File: src/rtl/spi_regif_pkg.sv
package spi_regif_pkg;
  // Byte offsets of the register window
  localparam int OFF_CFG = 'h00;
  localparam int OFF_ISR = 'h04;
  localparam int OFF_IER = 'h08;
  localparam int OFF_IDR = 'h0C;
  localparam int OFF_IMR = 'h10;
  localparam int OFF_ENA = 'h14;
  localparam int OFF_DLY = 'h18;
  localparam int OFF_TXD = 'h1C;
  localparam int OFF_RXD = 'h20;
  localparam int OFF_IDL = 'h24;
  localparam int OFF_THR = 'h28;

  // Interrupt bit layout shared by status, mask-set, mask-clear and mask
  localparam int IRQ_W      = 7;
  localparam int BIT_MODF   = 1;
  localparam int BIT_TXLOW  = 2;
  localparam int BIT_TXFULL = 3;
  localparam int BIT_RXNE   = 4;

  localparam int BYTE_W = 8;
  localparam int IDLE_W = 8;

  typedef enum logic [3:0] {
    SEL_NONE, SEL_CFG, SEL_ISR, SEL_IMR, SEL_ENA,
    SEL_DLY, SEL_RXD, SEL_IDL, SEL_THR
  } rdSel_e;

  typedef struct packed {
    logic   wrCfg;
    logic   wrIsr;
    logic   wrIer;
    logic   wrIdr;
    logic   wrEna;
    logic   wrDly;
    logic   wrTxd;
    logic   wrIdl;
    logic   wrThr;
    logic   rdRxd;
    logic   rdEn;
    rdSel_e rdSel;
  } regStrobe_t;
endpackage

File: src/rtl/spi_regif_ctrl.sv
module spi_regif_ctrl
  import spi_regif_pkg::*;
#(
  parameter int ADDR_W = 8
) (
  input  logic              busWrEn,
  input  logic              busRdEn,
  input  logic [ADDR_W-1:0] busAddr,
  output regStrobe_t        strobe
);
  always_comb begin
    strobe       = '0;
    strobe.rdSel = SEL_NONE;
    strobe.rdEn  = busRdEn;
    case (busAddr)
      ADDR_W'(OFF_CFG): begin strobe.wrCfg = busWrEn; strobe.rdSel = SEL_CFG; end
      ADDR_W'(OFF_ISR): begin strobe.wrIsr = busWrEn; strobe.rdSel = SEL_ISR; end
      ADDR_W'(OFF_IER): strobe.wrIer = busWrEn;
      ADDR_W'(OFF_IDR): strobe.wrIdr = busWrEn;
      ADDR_W'(OFF_IMR): strobe.rdSel = SEL_IMR;
      ADDR_W'(OFF_ENA): begin strobe.wrEna = busWrEn; strobe.rdSel = SEL_ENA; end
      ADDR_W'(OFF_DLY): begin strobe.wrDly = busWrEn; strobe.rdSel = SEL_DLY; end
      ADDR_W'(OFF_TXD): strobe.wrTxd = busWrEn;
      ADDR_W'(OFF_RXD): begin strobe.rdRxd = busRdEn; strobe.rdSel = SEL_RXD; end
      ADDR_W'(OFF_IDL): begin strobe.wrIdl = busWrEn; strobe.rdSel = SEL_IDL; end
      ADDR_W'(OFF_THR): begin strobe.wrThr = busWrEn; strobe.rdSel = SEL_THR; end
      default: ;
    endcase
  end
endmodule

File: src/rtl/spi_regif_dp.sv
module spi_regif_dp
  import spi_regif_pkg::*;
#(
  parameter int          DATA_W     = 32,
  parameter int          FIFO_DEPTH = 128,
  parameter int          LEVEL_W    = 8,
  parameter logic [31:0] CFG_RESET  = 32'h0
) (
  input  logic               clk,
  input  logic               rstN,
  input  regStrobe_t         strobe,
  input  logic [DATA_W-1:0]  busWrData,
  output logic [DATA_W-1:0]  busRdData,
  output logic               txPush,
  output logic [BYTE_W-1:0]  txData,
  input  logic [LEVEL_W-1:0] txLevel,
  output logic               rxPop,
  input  logic [BYTE_W-1:0]  rxData,
  input  logic [LEVEL_W-1:0] rxLevel,
  input  logic               modeFault,
  output logic               irq,
  output logic [DATA_W-1:0]  cfgWord,
  output logic               ctrlEnable,
  output logic [DATA_W-1:0]  delayWord,
  output logic [IDLE_W-1:0]  idleCount,
  output logic [IRQ_W-1:0]   statusBits,
  output logic [IRQ_W-1:0]   maskBits
);
  localparam logic [LEVEL_W-1:0] FULL_LVL = LEVEL_W'(FIFO_DEPTH);

  logic [DATA_W-1:0]  cfgQ, dlyQ;
  logic               enaQ;
  logic [IDLE_W-1:0]  idlQ;
  logic [LEVEL_W-1:0] thrQ;
  logic [IRQ_W-1:0]   maskQ, statusQ, srcVec, clrVec;

  // Interrupt sources: one event latch and three level conditions
  always_comb begin
    srcVec             = '0;
    srcVec[BIT_MODF]   = modeFault;
    srcVec[BIT_TXLOW]  = txLevel < thrQ;
    srcVec[BIT_TXFULL] = txLevel == FULL_LVL;
    srcVec[BIT_RXNE]   = rxLevel != '0;
    clrVec             = strobe.wrIsr ? busWrData[IRQ_W-1:0] : '0;
  end

  always_ff @(posedge clk or negedge rstN) begin
    if (!rstN) begin
      cfgQ    <= CFG_RESET[DATA_W-1:0];
      dlyQ    <= '0;
      enaQ    <= 1'b0;
      idlQ    <= '0;
      thrQ    <= LEVEL_W'(1);
      maskQ   <= '0;
      statusQ <= '0;
    end else begin
      if (strobe.wrCfg) cfgQ <= busWrData;
      if (strobe.wrDly) dlyQ <= busWrData;
      if (strobe.wrEna) enaQ <= busWrData[0];
      if (strobe.wrIdl) idlQ <= busWrData[IDLE_W-1:0];
      if (strobe.wrThr) thrQ <= busWrData[LEVEL_W-1:0];
      if (strobe.wrIer)      maskQ <= maskQ | busWrData[IRQ_W-1:0];
      else if (strobe.wrIdr) maskQ <= maskQ & ~busWrData[IRQ_W-1:0];
      // a source active in the clearing cycle wins over the clear
      statusQ <= (statusQ & ~clrVec) | srcVec;
    end
  end

  always_comb begin
    busRdData = '0;
    if (strobe.rdEn) begin
      case (strobe.rdSel)
        SEL_CFG: busRdData = cfgQ;
        SEL_ISR: busRdData = DATA_W'(statusQ);
        SEL_IMR: busRdData = DATA_W'(maskQ);
        SEL_ENA: busRdData = DATA_W'(enaQ);
        SEL_DLY: busRdData = dlyQ;
        SEL_RXD: busRdData = DATA_W'(rxData);
        SEL_IDL: busRdData = DATA_W'(idlQ);
        SEL_THR: busRdData = DATA_W'(thrQ);
        default: busRdData = '0;
      endcase
    end
  end

  assign txPush     = strobe.wrTxd;
  assign txData     = busWrData[BYTE_W-1:0];
  assign rxPop      = strobe.rdRxd;
  assign irq        = |(statusQ & maskQ);
  assign cfgWord    = cfgQ;
  assign ctrlEnable = enaQ;
  assign delayWord  = dlyQ;
  assign idleCount  = idlQ;
  assign statusBits = statusQ;
  assign maskBits   = maskQ;
endmodule

File: src/rtl/spi_regif_top.sv
module spi_regif_top
  import spi_regif_pkg::*;
#(
  parameter int          ADDR_W     = 8,
  parameter int          DATA_W     = 32,
  parameter int          FIFO_DEPTH = 128,
  parameter logic [31:0] CFG_RESET  = 32'h0000_0008,
  localparam int         LEVEL_W    = $clog2(FIFO_DEPTH + 1)
) (
  input  logic               clk,
  input  logic               rstN,
  input  logic               busWrEn,
  input  logic               busRdEn,
  input  logic [ADDR_W-1:0]  busAddr,
  input  logic [DATA_W-1:0]  busWrData,
  output logic [DATA_W-1:0]  busRdData,
  output logic               txPush,
  output logic [7:0]         txData,
  input  logic [LEVEL_W-1:0] txLevel,
  output logic               rxPop,
  input  logic [7:0]         rxData,
  input  logic [LEVEL_W-1:0] rxLevel,
  input  logic               modeFault,
  output logic               irq,
  output logic [DATA_W-1:0]  cfgWord,
  output logic               ctrlEnable,
  output logic [DATA_W-1:0]  delayWord,
  output logic [7:0]         idleCount
);
  regStrobe_t       strobe;
  logic [IRQ_W-1:0] statusBits, maskBits;

  spi_regif_ctrl #(.ADDR_W(ADDR_W)) ctrl_i (
    .busWrEn(busWrEn), .busRdEn(busRdEn), .busAddr(busAddr), .strobe(strobe)
  );

  spi_regif_dp #(
    .DATA_W(DATA_W), .FIFO_DEPTH(FIFO_DEPTH), .LEVEL_W(LEVEL_W), .CFG_RESET(CFG_RESET)
  ) dp_i (
    .clk(clk), .rstN(rstN), .strobe(strobe), .busWrData(busWrData),
    .busRdData(busRdData), .txPush(txPush), .txData(txData), .txLevel(txLevel),
    .rxPop(rxPop), .rxData(rxData), .rxLevel(rxLevel), .modeFault(modeFault),
    .irq(irq), .cfgWord(cfgWord), .ctrlEnable(ctrlEnable), .delayWord(delayWord),
    .idleCount(idleCount), .statusBits(statusBits), .maskBits(maskBits)
  );
endmodule

File: config.mk
export PLATFORM = sky130hd
export DESIGN_NAME = spi_regif_top
export DESIGN_NICKNAME = d
export VERILOG_FILES = /design/src/rtl/spi_regif_pkg.sv /design/src/rtl/spi_regif_ctrl.sv /design/src/rtl/spi_regif_dp.sv /design/src/rtl/spi_regif_top.sv
export SDC_FILE = /design/constraint.sdc
export NUM_CORES = 1
export LEC_CHECK = 0
export BUFFER_PORTS_ARGS = -buffer_cell sky130_fd_sc_hd__buf_2
export CAP_MARGIN = 20
export CELL_PAD_IN_SITES_DETAIL_PLACEMENT = 1
export CELL_PAD_IN_SITES_GLOBAL_PLACEMENT = 1
export CORE_MARGIN = 2
export CORE_UTILIZATION = 41
export CTS_CLUSTER_DIAMETER = 100
export DETAILED_ROUTE_END_ITERATION = 10
export HOLD_SLACK_MARGIN = 0.12
export PLACE_DENSITY = 0.9
export SYNTH_ARGS = -nofsm -noshare
export SYNTH_HDL_FRONTEND = slang
export SYNTH_SLANG_ARGS = --single-unit
export TNS_END_PERCENT = 30
File: constraint.sdc
create_clock -name clk -period 4.35 [get_ports clk]
set_input_delay 0.435 -clock clk [delete_from_list [all_inputs] [get_ports clk]]
set_output_delay 0.435 -clock clk [all_outputs]
set_load 0.1 [all_outputs]
==> results.txt <==
The H-tree was split into 3 levels. The logs give 12900 µm² for the total die area and 95 for the number of clock sinks seen by CTS. TritonCTS built the clock tree. For this run, the slowest stage of the critical path takes 0.46 ns. In this run the remaining antenna-violating nets after routing total 0. At the end of the flow, the number of nets in the layout was 662. The floorplan step set the die height to 113.6 µm. The transition at the pin with the smallest max-transition slack was 0.7824 ns. Yosys printed 0 warnings.

At the end of routability-driven placement, the weighted congestion stood at 1.019. The flop-to-flop setup slack was 2.58 ns; the count of buffers inserted at the top-level ports was 184. The logs give 0 for the total congestion overflow and 11860 µm² for the area of the core region. In the global route stage, met3 resource usage came out at 5.632%.

At the worst endpoint, the arrival time is 2.56 ns. The number of nets in the synthesized netlist is 490. For the number of top-level pins, the log shows 185.

After clock tree synthesis, the setup repair step added 0 buffers. The number of failing hold endpoints at the final stage came out at 0. After detailed routing, the total wire length is 16300 µm. The worst-case reg-to-reg path depth works out to 6. The setup path with the least slack is of type in2out. The ratio of routed vias to standard cells was 5.781; the clock input transition at the sequential cells of the worst setup and hold paths was 0.07 ns. The overall track demand over capacity in global routing is 25.82%.

Hold timing on the final database bottoms out at a slack of 0.1608 ns. Headroom to the max-slew limit came out at 47.84%. For this run, global-route usage on met2 was measured as 44.43%. Between clock sinks in the finished design, the worst skew comes to 0.003379 ns.

The detailed router finished its first iteration with 332 violations. The tools report the launching instance or port of the critical path as busAddr[1]. The post-route core utilization was 52.28%. Counting the buffers created by CTS gives 9. STA classifies the critical path startpoint as a primary input. The max-slew violation count is 0. The endpoint identified for the worst register-to-register timing path is dp_i.statusBits[2].

The layout has 1324 filler cells. The tools report the origin of the critical flop-to-flop path as dp_i.thrQ[4]. The largest buffer count on any clock path is 2, and the number of resized instances in the post-cts repair step is 0. Among all stages on the critical path, the largest delay is contributed by sky130_fd_sc_hd__or3_1. In this run the cell area measured after placement is 5906 µm².

The run gives 0.0001780 V as the peak supply drop. Commonest register cell after synthesis: sky130_fd_sc_hd__dfrtp_1. The detailed-route via count was 4272; the signed area change from the synthesized netlist to the final layout was 25.95%. Synthesis handed over a netlist of 414 instances. The total of hold buffers inserted after clock tree synthesis came out at 0.

The first global-routing pass estimated 25640 µm of wire. For the combined area of all synthesized cells, the log shows 4923 µm². The synthesized design contains 0 enable-type register cells. For this configuration, the core starts out at a cell density of 41.51%.

Summed over all failing endpoints, the final setup total negative slack is 0 ns. Counting I/O delays and the setup requirement, the final critical path takes 2.994 ns. Traced cell by cell, the critical path runs through buf_2 -> or2_1 -> or3_1 -> nor3_2 -> buf_4 -> a22oi_1 -> nor2_1 -> buf_2. Setup repair after global routing left no endpoint under its margin. On the critical path the largest part of the delay comes from simple AND/OR/NAND/NOR gates. The number of antenna violations at the first check in global routing was 1.

The synthesized netlist contains 43 unique library cells. The global routing stage identified its most utilized layer as met2. The worst path uses 68.84% of the clock period. The fraction of final layout cells with drive strength greater than 1 was 50.76%. At the later pin of the worst-skew pair, clock insertion delay measures 0.34 ns.

The critical path contains buffers and inverters numbering 3 combined. In this run the power density over the cells is 358.8 nW/µm². After routing the design area is 6201 µm². Row generation in the floorplan step produced 40 rows. Of all nets on the critical path, the largest fanout is 24. The estimated wirelength of the detail-placed design was 12190 µm. The highest achievable clock rate came out at 333.9 MHz. The min-delay analysis places its worst path in the category in2async. For the worst setup path, the data required time is 3.91 ns.

The most used cell along the critical path is sky130_fd_sc_hd__buf_2. The via count of the first global-routing pass was 4590. The count of TritonRoute iterations in the first routing pass came out at 5.

The die is 113.6 µm wide. Counting flops with an async set or reset pin after synthesis yields a share of 100.0%. After synthesis, the most frequently instantiated cells are 93 x sky130_fd_sc_hd__dfrtp_1, 53 x sky130_fd_sc_hd__mux2_2, 37 x sky130_fd_sc_hd__a22oi_1, 35 x sky130_fd_sc_hd__nor2_1, 30 x sky130_fd_sc_hd__mux2_4. Post-route DRC violation count: 0. Clock tree synthesis selected as its root buffer the cell sky130_fd_sc_hd__clkbuf_16.

The flip-flop and latch count after synthesis was 95. Entering global routing, the biggest net connects 62 pins. Yosys attributes the largest share of cell area to sky130_fd_sc_hd__dfrtp_1 47%, sky130_fd_sc_hd__mux2_2 12%, sky130_fd_sc_hd__mux2_4 9.1%. The worst setup path is captured at an output port. The post-synthesis sequential area ratio came out at 48.34%. Post-synthesis cell type with the largest combined area: sky130_fd_sc_hd__dfrtp_1.

Max-cap violations in this run came to 0. The run finished with clean final reports. The synthesized design devotes to its leading area cell type 47.27% of total area.

The leakage power is 3.264 nW. By instance count, the leading cell after synthesis is sky130_fd_sc_hd__dfrtp_1. In the final routed layout, each cell accounts on average for 22.05 µm.

Dividing the synthesized area by the synthesized cell count gives 11.89 µm². Setup violations remaining at the end of the flow were counted as 0. The met1 capacity usage during global routing was 31.80%.
## stage by stage
step                std cells  power, mW  setup WS (ns)
floorplan                 414      1.342         0.5917
global placement          722      1.461          1.471
detailed placement        722      1.476          1.409
CTS                       738      2.244          1.404
global route              738      2.303          1.262
finish                    739      2.225          1.356
## worst max-delay path by stage
stage                                to  depth (start not counted)
after floorplan                   rxPop                          5
after global placement     busRdData[4]                          7
after detailed placement  busRdData[20]                          8
after CTS                 busRdData[20]                          8
after global routing       busRdData[1]                          8
final                     busRdData[20]                          8
## logic make-up after synthesis
| family | count (synthesis) | synth area share (%) |
|---|---|---|
| compound gates | 78 | 11.46 |
| fa+ha+maj | 7 | 1.779 |
| buf+inv | 41 | 4.574 |
| flops | 95 | 48.34 |
| mux | 94 | 24.04 |
| simple gates | 99 | 9.810 |
## cells in the final DEF (no fill, tap or decap), drive strengths merged, types with 2 or more instances in the layout
cell type | synthesis | layout
mux2i | 8 | 8
o22ai | 3 | 3
dfrtp | 93 | 93
a22oi | 37 | 37
a21oi | 7 | 7
nand4 | 2 | 2
ha | 7 | 7
or3 | 6 | 6
nor4b | 2 | 2
mux2 | 84 | 84
nor2b | 6 | 6
mux4 | 2 | 2
dfstp | 2 | 2
clkbuf | 11 | 11
nor4 | 5 | 5
o21ai | 8 | 8
or2 | 2 | 2
nand3 | 5 | 5
clkinv | 0 | 3
a21boi | 3 | 3
nor3 | 9 | 9
nand2 | 23 | 23
inv | 10 | 12
nor2 | 35 | 35
a21o | 4 | 4
a22o | 9 | 9
a32oi | 2 | 2
buf | 20 | 192
## worst register-to-register path, stage by stage, from the launching register on
cell                        delay (ns)
sky130_fd_sc_hd__dfrtp_1          0.43
sky130_fd_sc_hd__inv_1            0.07
sky130_fd_sc_hd__ha_1             0.29
sky130_fd_sc_hd__and4_1           0.19
sky130_fd_sc_hd__a2111oi_0        0.38
sky130_fd_sc_hd__o21ai_0          0.20
sky130_fd_sc_hd__o211ai_1         0.12
## state kept, by name, summed over array words and instances (netlist names), named ones only
register         cells
dp_i.cfgWord        32
dp_i.ctrlEnable      1
dp_i.delayWord      32
dp_i.idleCount       8
dp_i.statusBits      7
dp_i.thrQ            8
## final cells by class
cell class / count / area, µm² / area share (%)
Tap cell: 147 / 183.9 / 2.966
Antenna cell: 1 / 2.502 / 0.04036
Sequential cell: 95 / 2380 / 38.38
Multi-Input combinational cell: 278 / 2321 / 37.43
Clock buffer: 11 / 252.7 / 4.076
Clock inverter: 5 / 40.04 / 0.6457
Timing Repair Buffer: 192 / 983.4 / 15.86
Inverter: 10 / 37.54 / 0.6053
## where the power goes
group / total (mW) / internal [mW] / leakage, nW / switching (mW)
clock: 0.762 / 0.424 / 0.147 / 0.338
sequential: 0.964 / 0.924 / 1.29 / 0.0399
combinational: 0.499 / 0.108 / 1.83 / 0.391
## layer usage
layer | vias up | wire length (µm)
met3 | 38 | 922
met5 | - | 0
met2 | 185 | 8418
li1 | 1854 | -
met4 | 0 | 484
met1 | 2195 | 6472
Note: power is estimated with default switching activity, not from simulation.
